==> src/rtl/acc_dec_pkg.sv <==
package acc_dec_pkg;

    typedef enum logic [1:0] {
        XK_RW = 2'd0,
        XK_RO = 2'd1,
        XK_WO = 2'd2
    } xreg_kind_e;

    typedef struct packed {
        logic vld;
        logic wr;
    } req_t;

    function automatic int slice_count(input int reg_w, input int acc_w);
        return reg_w / acc_w;
    endfunction

    // True when a request in direction wr is served by an external register of kind k
    function automatic logic dir_hit(input xreg_kind_e k, input logic wr);
        case (k)
            XK_RW:   return 1'b1;
            XK_RO:   return !wr;
            XK_WO:   return wr;
            default: return 1'b0;
        endcase
    endfunction

endpackage

==> src/rtl/acd_array_dec.sv <==
module acd_array_dec #(
    parameter int ADDR_W = 10,
    parameter int N      = 4,
    parameter int BASE   = 0,
    parameter int STRIDE = 8
) (
    input  logic              vld,
    input  logic [ADDR_W-1:0] addr,
    output logic [N-1:0]      hit
);
    for (genvar i = 0; i < N; i++) begin : g_ent
        localparam logic [ADDR_W-1:0] ENT_ADDR = ADDR_W'(BASE + i * STRIDE);
        assign hit[i] = vld && (addr == ENT_ADDR);
    end
endmodule

==> src/rtl/acd_wide_dec.sv <==
module acd_wide_dec
    import acc_dec_pkg::*;
#(
    parameter int ADDR_W  = 10,
    parameter int ACC_W   = 32,
    parameter int REG_W   = 128,
    parameter int BASE    = 64,
    parameter int FLD_LSB = 40,
    parameter int FLD_MSB = 75
) (
    input  logic                                 vld,
    input  logic [ADDR_W-1:0]                    addr,
    output logic [slice_count(REG_W, ACC_W)-1:0] sub,
    output logic                                 fld
);
    localparam int NSUB   = slice_count(REG_W, ACC_W);
    localparam int SBYTES = ACC_W / 8;
    localparam int S_LO   = FLD_LSB / ACC_W;
    localparam int S_HI   = FLD_MSB / ACC_W;

    for (genvar k = 0; k < NSUB; k++) begin : g_slice
        localparam logic [ADDR_W-1:0] SL_ADDR = ADDR_W'(BASE + k * SBYTES);
        assign sub[k] = vld && (addr == SL_ADDR);
    end

    if (S_HI == S_LO) begin : g_fld_one
        assign fld = sub[S_LO];
    end else begin : g_fld_many
        assign fld = |sub[S_HI:S_LO];
    end
endmodule

==> src/rtl/acd_ext_dec.sv <==
module acd_ext_dec
    import acc_dec_pkg::*;
#(
    parameter int ADDR_W      = 10,
    parameter int BLK_BASE    = 256,
    parameter int BLK_SIZE    = 64,
    parameter int XREG_BASE   = 128,
    parameter int XREG_STRIDE = 4
) (
    input  req_t              req,
    input  logic [ADDR_W-1:0] addr,
    output logic              blk,
    output logic [2:0]        xreg,
    output logic              ext
);
    localparam logic [ADDR_W-1:0] BLK_LO = ADDR_W'(BLK_BASE);
    localparam logic [ADDR_W-1:0] BLK_HI = ADDR_W'(BLK_BASE + BLK_SIZE - 1);

    logic [2:0] xflag;

    assign blk = req.vld && (addr >= BLK_LO) && (addr <= BLK_HI);

    for (genvar k = 0; k < 3; k++) begin : g_xreg
        localparam logic [ADDR_W-1:0] XA   = ADDR_W'(XREG_BASE + k * XREG_STRIDE);
        localparam xreg_kind_e        KIND = xreg_kind_e'(k);
        assign xreg[k]  = req.vld && (addr == XA);
        assign xflag[k] = xreg[k] && dir_hit(KIND, req.wr);
    end

    assign ext = blk || (|xflag);
endmodule

==> src/rtl/acc_strobe_dec.sv <==
module acc_strobe_dec
    import acc_dec_pkg::*;
#(
    parameter int ADDR_W      = 10,
    parameter int ACC_W       = 32,
    parameter int ARR_N       = 4,
    parameter int ARR_BASE    = 0,
    parameter int ARR_STRIDE  = 8,
    parameter int WIDE_W      = 128,
    parameter int WIDE_BASE   = 64,
    parameter int FLD_LSB     = 40,
    parameter int FLD_MSB     = 75,
    parameter int BLK_BASE    = 256,
    parameter int BLK_SIZE    = 64,
    parameter int XREG_BASE   = 128,
    parameter int XREG_STRIDE = 4
) (
    input  logic                            req_vld,
    input  logic                            req_wr,
    input  logic [ADDR_W-1:0]               req_addr,
    output logic [ARR_N+WIDE_W/ACC_W+4-1:0] strb,
    output logic                            field_strb,
    output logic                            is_external
);
    localparam int NSUB = slice_count(WIDE_W, ACC_W);

    req_t             req;
    logic [ARR_N-1:0] arr_hit;
    logic [NSUB-1:0]  sub_hit;
    logic             blk_hit;
    logic [2:0]       xreg_hit;

    assign req = '{vld: req_vld, wr: req_wr};

    acd_array_dec #(
        .ADDR_W(ADDR_W), .N(ARR_N), .BASE(ARR_BASE), .STRIDE(ARR_STRIDE)
    ) u_arr (
        .vld(req.vld), .addr(req_addr), .hit(arr_hit)
    );

    acd_wide_dec #(
        .ADDR_W(ADDR_W), .ACC_W(ACC_W), .REG_W(WIDE_W), .BASE(WIDE_BASE),
        .FLD_LSB(FLD_LSB), .FLD_MSB(FLD_MSB)
    ) u_wide (
        .vld(req.vld), .addr(req_addr), .sub(sub_hit), .fld(field_strb)
    );

    acd_ext_dec #(
        .ADDR_W(ADDR_W), .BLK_BASE(BLK_BASE), .BLK_SIZE(BLK_SIZE),
        .XREG_BASE(XREG_BASE), .XREG_STRIDE(XREG_STRIDE)
    ) u_ext (
        .req(req), .addr(req_addr), .blk(blk_hit), .xreg(xreg_hit), .ext(is_external)
    );

    assign strb = {xreg_hit, blk_hit, sub_hit, arr_hit};
endmodule

==> config.mk <==
export PLATFORM = sky130hd
export DESIGN_NAME = acc_strobe_dec
export DESIGN_NICKNAME = d
export VERILOG_FILES = /design/src/rtl/acc_dec_pkg.sv /design/src/rtl/acd_array_dec.sv /design/src/rtl/acd_wide_dec.sv /design/src/rtl/acd_ext_dec.sv /design/src/rtl/acc_strobe_dec.sv
export SDC_FILE = /design/constraint.sdc
export NUM_CORES = 1
export LEC_CHECK = 0
export ABC_AREA = 1
export ABC_CLOCK_PERIOD_IN_PS = 1800
export BUFFER_PORTS_ARGS = -buffer_cell sky130_fd_sc_hd__buf_2
export CORE_AREA = 2 2 39 41
export DETAILED_ROUTE_END_ITERATION = 10
export DIE_AREA = 0 0 41 43
export REMOVE_ABC_BUFFERS = 1
export SYNTH_ARGS = -nofsm -noshare
export SYNTH_HDL_FRONTEND = slang
export SYNTH_SLANG_ARGS = --single-unit
==> constraint.sdc <==
create_clock -name vclk -period 1.8
set_clock_uncertainty 0.1 [all_clocks]
set_input_delay 0.36 -clock vclk [all_inputs]
set_output_delay 0.36 -clock vclk [all_outputs]
set_load 0.1 [all_outputs]
==> run_results.csv, run 1 <==
group,metric,value,unit
sta,whs,1.01,ns
logic_synthesis,ys_seq_area_frac,0,
setup_path,critPathKind,"in2out",
sta,fin_ws,0.0329,ns
final_layout,syn2layout_area_growth,161,%
floorplan,dieArea,1760,µm²
place,dpl-instance-area,653,µm²
detailed_routing,wire_per_inst,9.58,µm
sta,max_freq,0.566,GHz
logic_synthesis,synth_warnings,0,
grt,grt_usage,0.118,
setup_path,critPathBufInv,2,
place,dp_slack,0.0160,ns
final_layout,nets,100,
logic_synthesis,yosys.area.top_type_share,0.179,
logic_synthesis,syn-cell-area,293,µm²
sta,period_needed,1.77,ns
logic_synthesis,synth.most_common_cell,"nor2_1",
grt,antenna_found_initial,0,
power_and_ir_drop,p_leak,0.354,nW
setup_path,cp_cell_sequence,"buf_2 -> nor2_4 -> nand2_2 -> nor2_4 -> nand2_4 -> nor3_4 -> buf_12",
grt,grt_max_degree,5,
run_status,status,"completed",
setup_path,cp.arrival,1.31,ns
logic_synthesis,synthTopCellsByCount,"nor2_1, inv_1, nand2_1, inv_2, nand3_1",
detailed_routing,wl,977,µm
setup_path,cp_max_fo,4,
setup_path,crit_path_start,"req_addr[7]",
setup_path,crit_top_cell,"nor2_4",
detailed_routing,vias,457,
detailed_routing,drt_iter0_markers,3,
final_layout,final_util,0.552,
logic_synthesis,syn_inst,59,
logic_synthesis,syn_avg_cell_area,4.96,µm²
final_layout,seq_cell_count,0,
place,dp_hpwl,821,µm
sta,slew_viol_final,0,
final_layout,design_area,764,µm²
floorplan,rows,14,
place,port_buffers,26,
power_and_ir_drop,ir_worst_vdd,0.0811,mV
detailed_routing,route.antenna.remaining_nets,0,
worst_hold_path,holdCritPathClass,"in2out",
floorplan,core-area,1380,µm²
sta,setup_tns,0,ns
floorplan,die_h,43,µm
final_layout,num-clock-buffers,0,
grt,grt_pass1_vias,423,
place,place.gp.congestion,0.661,
grt,grt_pass1_wl,1580,µm
logic_synthesis,synth_cell_types,15,
setup_path,critical_path_required,1.34,ns
final_layout,nFillCells,126,
sta,rsz0062_at_grt,"true",
logic_synthesis,synthTopCellsByArea,"nor2_1, inv_1, nand2_1",
logic_synthesis,synth_area_leader_cell,"nor2_1",
floorplan,num_io_pins,26,
worst_hold_path,min_from,"req_addr[2]",
sta,finalCritPeriodShare,0.982,
sta,finalHoldViolCount,0,
detailed_routing,drc,0,
flow_run,maxCapViolations,0,
sta,setup_viol,0,
clock_network,hold_buffers,0,
setup_path,cp_slowest_cell,"nor3_4",
power_and_ir_drop,power_density,128,nW/µm²
setup_path,critPathTopFamily,"simple AND/OR/NAND/NOR gates",
detailed_routing,firstDrtPassIters,3,
setup_path,startpoint_type,"primary input",
detailed_routing,vias_per_cell,4.48,
final_layout,n_antenna_cell,0,
floorplan,die_w,41,µm
grt,grt-ovfl-total,0,
final_layout,drive_gt1_frac,0.663,
setup_path,cp-end-kind,"primary output",
setup_path,slowest_delay,0.22,ns
sta,slew_headroom,0.855,
sta,worst_pin_slew,0.216,ns
final_layout,seq_area,0,µm²
floorplan,initial_utilization,0.212,
path summary, 6_finish.rpt:
kind,depth (start not counted),endpoint,slack (ns)
worst min-delay path,4,strb[7],1.01
worst max-delay path,7,strb[7],0.03
area by class of cell:
| type | count | area, µm² | area share |
|---|---|---|---|
| Timing Repair Buffer | 28 | 380 | 0.498 |
| Multi-Input combinational cell | 42 | 299 | 0.391 |
| Inverter | 16 | 65.1 | 0.0851 |
| Tap cell | 16 | 20.0 | 0.0262 |
layout by cell type, fill, tap and decap left out, drive strengths merged:
cell type,count
a21oi,1
o21ai,1
nand3,5
nor3b,1
buf,28
nand4,1
inv,16
nor3,2
nor2,17
nand2,14
stage by stage:
step | power (mW) | instances
after floorplan | 0.0415 | 58
after CTS | 0.0750 | 101
after detailed placement | 0.0748 | 101
final | 0.0975 | 102
after global routing | 0.104 | 102
after global placement | 0.0724 | 101
power by group:
group          switching (mW)  internal (mW)  total, mW  leakage, nW
Combinational          0.0592         0.0383     0.0975        0.354
Sequential                  0              0          0            0
Clock                       0              0          0            0
Total                  0.0592         0.0383     0.0975        0.354
metal layers:
metal	vias up	wire length [µm]	global-route usage
li1	230	-	-
met1	204	326	0.130
met2	21	548	0.222
met3	2	80	0.00524
met4	0	22	0.0333
met5	-	0	0
cell families (layout without fill, tap and decap cells):
logic type | Yosys count | count (layout) | synth area share
AOI/OAI and AO/OA | 2 | 2 | 0.0342
buffers and inverters | 17 | 44 | 0.231
and+or+nand+nor | 40 | 40 | 0.735
what timing repair did:
item | CTS | global route
setup buffers | 0 | 1
resized for setup | 0 | 30
setup endpoints to repair | 0 | 9
(Power assumes the default switching activity.)
==> run 2: changes to the inputs <==
- ABC_CLOCK_PERIOD_IN_PS: 1800 -> 1590
- clock period: 1.8 -> 1.59 ns (I/O delays scaled with it)
==> run_results.csv, run 2 (synthesis gave the netlist of run 1 again) <==
group,metric,value,unit
run_status,status,"finished, violations left",
run_status,violations,"negative setup slack",
detailed_routing,wl,1210,µm
floorplan,core-area,1380,µm²
grt,antenna_found_initial,0,
sta,whs,0.938,ns
grt,grt_usage,0.149,
grt,grt_pass1_vias,490,
detailed_routing,vias,481,
floorplan,dieArea,1760,µm²
detailed_routing,drc,0,
sta,worst_pin_slew,0.184,ns
setup_path,startpoint_type,"primary input",
sta,finalHoldViolCount,0,
worst_hold_path,min_from,"req_addr[7]",
worst_hold_path,hold_end,"strb[9]",
final_layout,seq_cell_count,0,
final_layout,n_antenna_cell,0,
setup_path,critical_path_required,1.17,ns
place,place_inst,107,
setup_path,critPathKind,"in2out",
final_layout,drive_gt1_frac,0.774,
final_layout,layout_common_cells,"buf_12, inv_1, buf_4",
sta,rsz0062_at_grt,"true",
power_and_ir_drop,power_density,156,nW/µm²
place,dp_slack,-0.126,ns
clock_network,hold_buffers,0,
final_layout,nets,107,
detailed_routing,firstDrtPassIters,2,
grt,grt_max_degree,5,
place,dp_hpwl,882,µm
floorplan,num_io_pins,26,
power_and_ir_drop,p_leak,0.416,nW
floorplan,rows,14,
place,port_buffers,26,
sta,slew_viol_final,0,
worst_hold_path,holdCritPathClass,"in2out",
worst_hold_path,min_path_cells,4,
grt,grt_pass1_wl,1950,µm
final_layout,num-clock-buffers,0,
floorplan,initial_utilization,0.212,
detailed_routing,drt_iter0_markers,3,
floorplan,die_h,43,µm
sta,slew_headroom,0.877,
place,place.gp.congestion,0.736,
grt,grt-ovfl-total,0,
sta,setup_viol,8,
final_layout,final_common_cell,"buf_12",
floorplan,die_w,41,µm
sta,fin_ws,-0.0377,ns
sta,max_freq,0.614,GHz
setup_path,cp.arrival,1.21,ns
final_layout,instances_no_fill,109,
final_layout,syn2layout_area_growth,215,%
power_and_ir_drop,ir_worst_vdd,0.0916,mV
sta,period_needed,1.63,ns
final_layout,seq_area,0,µm²
flow_run,maxCapViolations,0,
detailed_routing,route.antenna.remaining_nets,0,
detailed_routing,wire_per_inst,11.1,µm
detailed_routing,vias_per_cell,4.41,
setup_path,cp-end-kind,"primary output",
setup_path,cp_max_fo,4,
sta,finalCritPeriodShare,1.02,
-- run 2: cell types whose count changed in the layout (fill, tap and decap cells not counted), moves of 3 or more --
cell | previous run | this run
nor2_4 | 4 | 7
buf_4 | 3 | 10
buf_2 | 8 | 4
nand3_1 | 3 | 0
-- run 2: repair_timing --
action | 4_1_cts | 5_1_grt
resized for setup | 39 | 14
pin swaps | 11 | 7
endpoints found under the setup margin | 11 | 14
setup buffers | 1 | 1
-- run 2: routing by layer --
metal	vias to the layer above	track usage	routed length [µm]
met1	221	0.156	401
li1	243	-	-
met4	0	0	0
met3	0	0.0105	82
met2	17	0.306	730
met5	-	0	0
-- run 2: final cells by class --
cell class	instances	area [µm²]
Multi-Input combinational cell	42	360
Timing Repair Buffer	35	474
Tap cell	16	20.0
Inverter	16	67.6
Fill cell	108	462
-- run 2: how the worst max path moves through the flow --
stage                start          end  slack, ns  cells after the start
2_1_floorplan  req_addr[7]  is_external      -1.33                      4
3_3_place_gp   req_addr[5]   field_strb      -0.09                      7
3_5_place_dp   req_addr[1]      strb[0]      -0.13                      7
4_1_cts        req_addr[4]   field_strb      -0.02                      7
5_1_grt        req_addr[4]      strb[7]       -0.1                      7
6_report       req_addr[7]      strb[7]      -0.04                      7
-- run 2: worst max-delay path: stages --
cell,delay [ns]
buf_12,0.11
nor2_4,0.09
nand2_2,0.07
nor2_4,0.16
nand2_4,0.09
nor3_4,0.16
buf_12,0.20
-- run 2: power by group --
group          leakage, nW  total, mW  switching, mW  internal, mW
Sequential               0          0              0             0
Clock                    0          0              0             0
Combinational        0.416      0.143         0.0778        0.0657
Total                0.416      0.143         0.0778        0.0657
-- run 2: metrics by stage --
| step | total power, mW | cell area, µm² | utilization | TNS [ns] |
|---|---|---|---|---|
| floorplan | 0.0470 | 285 | - | -8.97 |
| global placement | 0.0919 | 698 | 0.505 | -0.495 |
| detailed placement | 0.0946 | 698 | 0.505 | -0.837 |
| CTS | 0.129 | 858 | 0.620 | -0.0781 |
| global route | 0.152 | 922 | 0.666 | -0.751 |
| finish | 0.143 | 922 | 0.666 | -0.146 |
